### src/rtl/pgrd_pkg.sv
package pgrd_pkg;

    typedef enum logic [3:0] {
        ST_IDLE,
        ST_ACT,
        ST_RCD,
        ST_READ,
        ST_CCD,
        ST_OPEN,
        ST_RASW,
        ST_PRE,
        ST_RP
    } pgrd_state_e;

    function automatic int max3(input int a, input int b, input int c);
        int m;
        m = a;
        if (b > m) m = b;
        if (c > m) m = c;
        return m;
    endfunction

endpackage

### src/rtl/pgrd_row_track.sv
module pgrd_row_track #(
    parameter int ROW_W = 4
) (
    input  logic             clk,
    input  logic             rst_n,
    input  logic             act,
    input  logic             pre,
    input  logic [ROW_W-1:0] act_row,
    input  logic [ROW_W-1:0] cmp_row,
    output logic             row_open,
    output logic             row_hit
);

    logic [ROW_W-1:0] open_row;

    always_ff @(posedge clk) begin
        if (!rst_n) begin
            row_open <= 1'b0;
            open_row <= '0;
        end else if (act) begin
            row_open <= 1'b1;
            open_row <= act_row;
        end else if (pre) begin
            row_open <= 1'b0;
        end
    end

    assign row_hit = row_open && (cmp_row == open_row);

endmodule

### src/rtl/pgrd_ras_timer.sv
module pgrd_ras_timer #(
    parameter int T_RAS = 6
) (
    input  logic clk,
    input  logic rst_n,
    input  logic act,
    output logic ras_near,
    output logic ras_done
);

    localparam int RAS_W = (T_RAS < 1) ? 1 : $clog2(T_RAS + 1);

    logic [RAS_W-1:0] since_act;

    always_ff @(posedge clk) begin
        if (!rst_n) begin
            since_act <= RAS_W'(T_RAS);
        end else if (act) begin
            since_act <= RAS_W'(1);
        end else if (since_act < RAS_W'(T_RAS)) begin
            since_act <= since_act + 1'b1;
        end
    end

    // ras_near: a precharge issued at the next edge meets the active time
    assign ras_near = (since_act >= RAS_W'(T_RAS - 1));
    assign ras_done = (since_act >= RAS_W'(T_RAS));

endmodule

### src/rtl/pgrd_lat_pipe.sv
module pgrd_lat_pipe #(
    parameter int T_CL = 2
) (
    input  logic clk,
    input  logic rst_n,
    input  logic rd_issue,
    output logic data_valid
);

    generate
        if (T_CL <= 1) begin : g_one
            logic stage;
            always_ff @(posedge clk) begin
                if (!rst_n) stage <= 1'b0;
                else        stage <= rd_issue;
            end
            assign data_valid = stage;
        end else begin : g_multi
            logic [T_CL-1:0] stages;
            always_ff @(posedge clk) begin
                if (!rst_n) stages <= '0;
                else        stages <= {stages[T_CL-2:0], rd_issue};
            end
            assign data_valid = stages[T_CL-1];
        end
    endgenerate

endmodule

### src/rtl/pgrd_seq.sv
module pgrd_seq
    import pgrd_pkg::*;
#(
    parameter int ROW_W = 4,
    parameter int COL_W = 4,
    parameter int T_RCD = 3,
    parameter int T_CL  = 2,
    parameter int T_RP  = 2,
    parameter int T_RAS = 6,
    parameter int T_CCD = 2
) (
    input  logic             clk,
    input  logic             rst_n,
    input  logic             req_valid,
    input  logic [ROW_W-1:0] req_row,
    input  logic [COL_W-1:0] req_col,
    output logic             req_ready,
    output logic             cmd_act,
    output logic             cmd_rd,
    output logic             cmd_pre,
    output logic [ROW_W-1:0] cmd_row,
    output logic [COL_W-1:0] cmd_col,
    output logic             rd_valid
);

    localparam int CNT_MAX = max3(T_RCD, T_RP, T_CCD);
    localparam int CNT_W   = (CNT_MAX < 2) ? 1 : $clog2(CNT_MAX);
    localparam int RCD_LD  = (T_RCD >= 2) ? T_RCD - 2 : 0;
    localparam int RP_LD   = (T_RP  >= 2) ? T_RP  - 2 : 0;
    localparam int CCD_LD  = (T_CCD >= 3) ? T_CCD - 3 : 0;

    pgrd_state_e       st, st_nx;
    logic [CNT_W-1:0]  wait_cnt;
    logic [ROW_W-1:0]  pend_row;
    logic [COL_W-1:0]  pend_col;
    logic              row_open, row_hit;
    logic              ras_near, ras_done;
    logic              accept;

    assign accept = req_valid && req_ready;

    pgrd_row_track #(.ROW_W(ROW_W)) u_track (
        .clk      (clk),
        .rst_n    (rst_n),
        .act      (cmd_act),
        .pre      (cmd_pre),
        .act_row  (pend_row),
        .cmp_row  (req_row),
        .row_open (row_open),
        .row_hit  (row_hit)
    );

    pgrd_ras_timer #(.T_RAS(T_RAS)) u_ras (
        .clk      (clk),
        .rst_n    (rst_n),
        .act      (cmd_act),
        .ras_near (ras_near),
        .ras_done (ras_done)
    );

    pgrd_lat_pipe #(.T_CL(T_CL)) u_lat (
        .clk        (clk),
        .rst_n      (rst_n),
        .rd_issue   (cmd_rd),
        .data_valid (rd_valid)
    );

    // next-state selection
    always_comb begin
        st_nx = st;
        unique case (st)
            ST_IDLE: if (req_valid) st_nx = ST_ACT;
            ST_ACT:  st_nx = (T_RCD > 1) ? ST_RCD : ST_READ;
            ST_RCD:  if (wait_cnt == '0) st_nx = ST_READ;
            ST_READ: st_nx = (T_CCD > 2) ? ST_CCD : ST_OPEN;
            ST_CCD:  if (wait_cnt == '0) st_nx = ST_OPEN;
            ST_OPEN: begin
                if (req_valid) begin
                    if (row_hit)       st_nx = ST_READ;
                    else if (ras_near) st_nx = ST_PRE;
                    else               st_nx = ST_RASW;
                end
            end
            ST_RASW: if (ras_near) st_nx = ST_PRE;
            ST_PRE:  st_nx = (T_RP > 1) ? ST_RP : ST_ACT;
            ST_RP:   if (wait_cnt == '0) st_nx = ST_ACT;
            default: st_nx = ST_IDLE;
        endcase
    end

    // state register, delay counter and captured address
    always_ff @(posedge clk) begin
        if (!rst_n) begin
            st       <= ST_IDLE;
            wait_cnt <= '0;
            pend_row <= '0;
            pend_col <= '0;
        end else begin
            st <= st_nx;
            if (accept) begin
                pend_row <= req_row;
                pend_col <= req_col;
            end
            unique case (st)
                ST_ACT:  wait_cnt <= CNT_W'(RCD_LD);
                ST_PRE:  wait_cnt <= CNT_W'(RP_LD);
                ST_READ: wait_cnt <= CNT_W'(CCD_LD);
                ST_RCD, ST_RP, ST_CCD: begin
                    if (wait_cnt != '0) wait_cnt <= wait_cnt - 1'b1;
                end
                default: ;
            endcase
        end
    end

    // Moore outputs
    always_comb begin
        req_ready = (st == ST_IDLE) || (st == ST_OPEN);
        cmd_act   = (st == ST_ACT);
        cmd_rd    = (st == ST_READ);
        cmd_pre   = (st == ST_PRE);
        cmd_row   = cmd_act ? pend_row : '0;
        cmd_col   = cmd_rd  ? pend_col : '0;
    end


    idle_act_chk: assert property (@(posedge clk) disable iff (!rst_n)
        (accept && !row_open) |=> cmd_act);


    hit_read_chk: assert property (@(posedge clk) disable iff (!rst_n)
        (accept && row_hit) |=> cmd_rd);


    rd_open_chk: assert property (@(posedge clk) disable iff (!rst_n)
        cmd_rd |-> row_open);


    act_closed_chk: assert property (@(posedge clk) disable iff (!rst_n)
        cmd_act |-> !row_open);


    pre_ras_chk: assert property (@(posedge clk) disable iff (!rst_n)
        cmd_pre |-> ras_done);


    one_cmd_chk: assert property (@(posedge clk) disable iff (!rst_n)
        $onehot0({cmd_act, cmd_rd, cmd_pre}));


    ready_quiet_chk: assert property (@(posedge clk) disable iff (!rst_n)
        req_ready |-> !(cmd_act || cmd_rd || cmd_pre));

endmodule

### config.mk
export PLATFORM = sky130hd
export DESIGN_NAME = pgrd_seq
export DESIGN_NICKNAME = d
export VERILOG_FILES = /design/src/rtl/pgrd_pkg.sv /design/src/rtl/pgrd_row_track.sv /design/src/rtl/pgrd_ras_timer.sv /design/src/rtl/pgrd_lat_pipe.sv /design/src/rtl/pgrd_seq.sv
export SDC_FILE = /design/constraint.sdc
export NUM_CORES = 1
export LEC_CHECK = 0
export CELL_PAD_IN_SITES_DETAIL_PLACEMENT = 1
export CELL_PAD_IN_SITES_GLOBAL_PLACEMENT = 2
export CORE_UTILIZATION = 30
export DETAILED_ROUTE_END_ITERATION = 16
export GPL_TIMING_DRIVEN = 1
export PLACE_DENSITY_LB_ADDON = 0.1
export SLEW_MARGIN = 0
export SYNTH_ARGS = -nofsm -noshare
export SYNTH_HDL_FRONTEND = slang
export SYNTH_SLANG_ARGS = --single-unit
### constraint.sdc
create_clock -name clk -period 2.2 [get_ports clk]
set_input_delay 0.55 -clock clk [delete_from_list [all_inputs] [get_ports clk]]
set_output_delay 0.55 -clock clk [all_outputs]
set_load 0.05 [all_outputs]
Word-level counts from Yosys, hierarchy flattened

Index checks and enable logic that the tools add are counted.

Bits in registers: 24
Output and inout bits: 13

Reduce and logical (&&, ||, !) cells: 13
Equality and inequality tests: 16
Order comparisons: 2
$add $sub $neg: 2
Mux-type cells: 17

Operator list:

| kind                  | count |
|---|---|
| $pmux W4 S9           | 1 |
| $mux W4               | 8 |
| $eq A4 B3 Y1 const B  | 4 |
| $ne A2 B2 Y1 const B  | 7 |
| $mux W3               | 3 |
| $eq A4 B2 Y1 const B  | 2 |
| $pmux W2 S3           | 1 |
| $reduce_and A6 Y1     | 1 |
| $reduce_bool A2 Y1    | 3 |
| $eq A4 B1 Y1 const B  | 1 |
| $eq A4 B4 Y1          | 1 |
| $eq A4 B4 Y1 const B  | 1 |
| $logic_not A4 Y1      | 1 |
| $add A3 B1 Y3 const B | 1 |
| $ge A3 B3 Y1 const B  | 1 |
| $lt A3 B3 Y1 const B  | 1 |
| $mux W1               | 3 |
| $reduce_bool A3 Y1    | 1 |
| $reduce_or A3 Y1      | 1 |
| $logic_and A1 B1 Y1   | 2 |
| $logic_not A2 Y1      | 1 |
| $mux W2               | 1 |
| $reduce_and A2 Y1     | 1 |
| $reduce_or A2 Y1      | 1 |
| other kinds (2)       | 2 |

Depth between registers and ports, before layout

Depth after elaboration: 5
Mapped depth: 7
Mapped depth without buffers: 7

Modules after synthesis

From an unflattened synthesis, not the netlist that was laid out.

Cells, all modules: 148
Area total of the unflattened synthesis: 1338.8 µm²

By module, submodules not included:

| module         | cells each | sequential area each (µm²) | area an instance (µm²) | times used |
|---|---|---|---|---|
| pgrd_seq       | 102        | 280.3                      | 849.6                  | 1 |
| pgrd_row_track | 22         | 100.1                      | 237.7                  | 1 |
| pgrd_ras_timer | 20         | 60.1                       | 198.9                  | 1 |
| pgrd_lat_pipe  | 4          | 40.0                       | 52.6                   | 1 |

Least setup slack after synthesis

OpenSTA, ideal clock, no wires.

Path type: register to output
Start point: reg st[3]
End point: out cmd_col[0]
Cell stages (with the launch flop): 5
Arrival time: 1.916 ns
Path slack: -0.266 ns
Cells stage by stage: dfxtp_1 -> buf_2 -> nand2b_1 -> nor2_1 -> and2_1

Cells in the longest elaborated chain, start to end: 2

Ends and longest elaborated chain:

| element                  | RTL line        | text |
|---|---|---|
| start: declaration       | pgrd_seq.sv:32  | `pgrd_state_e st, st_nx;` |
| start signal: assignment | pgrd_seq.sv:99  | `st <= st_nx;` |
| $eq A4 B2 Y1             | pgrd_seq.sv:120 | `cmd_rd = (st == ST_READ);` |
| via cmd_rd               | pgrd_seq.sv:19  | `output logic cmd_rd,` |
| $mux W4                  | pgrd_seq.sv:123 | `cmd_col = cmd_rd ? pend_col : '0;` |
| end: declaration         | pgrd_seq.sv:22  | `output logic [COL_W-1:0] cmd_col,` |

The timed path passes the listed nets, and every way through them passes these cells.

Final worst setup path

Start point: reg st[2]
End point: out req_ready

Cells in the longest elaborated chain, start to end: 2
Elaborated cells on any way between the ends: 3
Classes of those cells: eq/ne: 1; reduce/logical: 2

Ends and longest elaborated chain:

| element                                                 | RTL line        | text |
|---|---|---|
| $eq A4 B3 Y1 / $logic_not A4 Y1 (equally long branches) | pgrd_seq.sv:118 | `req_ready = (st == ST_IDLE) \|\| (st == ST_OPEN);` |
| $logic_or A1 B1 Y1 (*)                                  | pgrd_seq.sv:118 |  |
| end: declaration                                        | pgrd_seq.sv:17  | `output logic req_ready,` |

Mark *: on every way between the ends. The rest lies on a longest branch, timed or not.

==> impl_metrics.yaml <==
final_layout:
  register_area_um2: 480.5
  fillers: 488
  multiInputGateArea_um2: 794.5
  layout_common_cells: "dfxtp_1, nor2_1, buf_4, buf_12, clkdlybuf4s50_1"
  nets: 209
  flow.area_growth_from_synthesis_pct: 41.14
  stdcell_count: 244
  finish.utilization_pct: 45.68
  drive_above_1_share_pct: 22.16
  final_common_cell: "dfxtp_1"
  diodes: 0
floorplan:
  fp.dieH_um: 68.87
  core_um2: 4144
  fp.dieArea_um2: 4742
  die_w_um: 68.87
  start_util_pct: 32.37
  io_pins: 24
  rows: 23
pwr:
  max-vdd-ir-drop_mv: 0.5047
  p_leak_nw: 0.7769
  power.density_nw_per_um2: 916.9
timing:
  slew_violations: 0
  finalSetupViolations: 0
  fin_ws_ps: 105.1
  fin_crit_sh_pct: 95.22
  rsz0062_at_grt: "false"
  max_slew_margin_pct: 62.72
  hold_viol_final: 0
  fmax_ghz: 0.4774
  final.min_clock_period_ps: 2095
  skew_ps: 4.355
  worst_pin_slew_ps: 554.2
yosys:
  yosysWarnings: 0
  synth_ff_type: "dfxtp_1"
  synth_edf_count: 0
  async_flop_share_pct: 0
  netlist_area_um2: 1341
  syn-num-nets: 176
  postSynthAreaPerCell_um2: 8.280
  synth_cells: 162
  seq_area_frac_synth_pct: 35.82
  synth.distinct_cells: 41
  ys_seq_elements: 24
placed_design:
  place_inst: 237
  io_buffers: 23
  dp_hpwl_um: 2687
  pre_cts_ws_ps: -50.01
  gp_congestion: 0.7847
routing:
  dr.pass1.iters: 4
  ant_nets: 0
  route.detailed.drc: 0
  avgRoutedWirePerCell_um: 14.70
  via_per_inst: 5.119
  vias: 1249
  drtIter0Drc: 40
  wirelength_um: 3587
global_route:
  grt_antenna_before_repair: 0
  grt_start_max_net_pins: 21
  grt_first_pass_wirelength_um: 5947
  track_usage_pct: 17.00
  grt_pass1_vias: 1284
  grt_overflow_total: 0
status:
  status: "completed"
worst_setup_path:
  cp_max_fo: 16
  critPathLaunchType: "flop"
  worstSetupPathType: "reg2out"
  worstPathRequired_ps: 1650
  end_kind: "primary output"
  arrival_ps: 1540
clock_network:
  htree_levels: 1
  clock-root-buffer: "clkbuf_8"
  tritoncts: "done"
  clk_path_buf_depth: 2
  clock_latency_ps: 270
  cts_made_buffers: 3
  clk_pin_slew_ps: 80
  cts_sinks: 24
hold_path:
  hp-class: "reg2reg"
flow_run:
  cap_violations: 0
-- cell families after synthesis --
kind of cell	share of synthesized area (%)
multiplexers	8.302
AND/OR/NAND/NOR	27.33
XOR/XNOR	3.918
adder cells (fa/ha/maj)	2.799
flip-flops	35.82
AO/OA/AOI/OAI	15.49
buffers and inverters	6.342
-- registers in the layout (all words and copies together) (netlist names) --
register              count
pend_col                  4
u_track.open_row          4
u_track.row_open          1
u_lat.g_multi.stages      2
st                        4
wait_cnt                  2
u_ras.since_act           3
pend_row                  4
-- worst max-delay path: stages (launching register included) --
cell and delay [ps]:
dfxtp_1 350, buf_4 200, nor2b_1 190, nor4_4 340, buf_12 190
-- synthesized netlist by cell type, types with 2 or more instances --
| master | instances | area [um2] |
|---|---|---|
| dfxtp_1 | 24 | 480.5 |
| xor2_1 | 5 | 43.79 |
| o21ai_0 | 9 | 45.04 |
| nor4_1 | 4 | 25.02 |
| o31ai_1 | 2 | 15.01 |
| nand3_1 | 9 | 45.04 |
| mux2i_1 | 10 | 100.1 |
| ha_1 | 3 | 37.54 |
| a21oi_1 | 10 | 50.05 |
| nand4b_1 | 2 | 17.52 |
| or3_1 | 2 | 12.51 |
| nor2b_1 | 5 | 31.28 |
| clkbuf_1 | 2 | 7.510 |
| o21ai_1 | 2 | 10.01 |
| nor2_1 | 18 | 67.56 |
| inv_1 | 5 | 18.77 |
| a311oi_1 | 2 | 17.52 |
| and2_1 | 11 | 68.82 |
| nor3_1 | 2 | 10.01 |
| buf_2 | 7 | 35.03 |
| nand2_1 | 8 | 30.03 |
-- stage by stage --
step                power (mW)  cell area, um2  hold slack, ps  TNS (ps)
detailed placement       1.405            1800           423.2    -54.83
CTS                      1.756            1884           444.8         0
floorplan                1.113            1349           411.9    -6.642
global route             1.865            1893           468.4         0
global placement         1.384            1800           417.3         0
finish                   1.736            1893           440.2         0
-- what timing repair did --
| action | in CTS | in global routing |
|---|---|---|
| pin swaps | 1 | 0 |
| gates resized for setup | 1 | 2 |
| setup buffers | 3 | 0 |
| hold buffers | 0 | 0 |
| setup endpoints to repair | 5 | 4 |
-- routing by layer --
layer | vias up | track usage (%) | part of all wire [%]
met5 | - | 0 | 0
met1 | 602 | 19.05 | 45
met2 | 16 | 32.77 | 52
met4 | 0 | 2.296 | 0.45
li1 | 629 | - | -
met3 | 2 | 3.947 | 2.8
-- worst paths after layout --
| check | startpoint | end | slack (ps) | depth (start not counted) |
|---|---|---|---|---|
| worst max register to register | st[2] | pend_row[0] | 380 | 7 |
| worst max-delay path | st[2] | req_ready | 110 | 4 |
| worst min-delay path | u_lat.g_multi.stages[0] | u_lat.g_multi.stages[1] | 440 | 1 |
| worst min register to register | u_lat.g_multi.stages[0] | u_lat.g_multi.stages[1] | 440 | 1 |
-- report_power, final --
part	internal, mW	switching (mW)	total, mW
Combinational	0.391	0.472	0.863
Clock	0.160	0.140	0.300
Sequential	0.509	0.0645	0.573
-- final cells by class --
type	count	area share [%]
inverter	7	1.388
tap	50	3.305
clock buffer	4	2.908
multi-input combinational	120	41.97
sequential	24	25.38
timing repair buffer	39	25.05
Note: power is estimated with default switching activity, not from simulation.
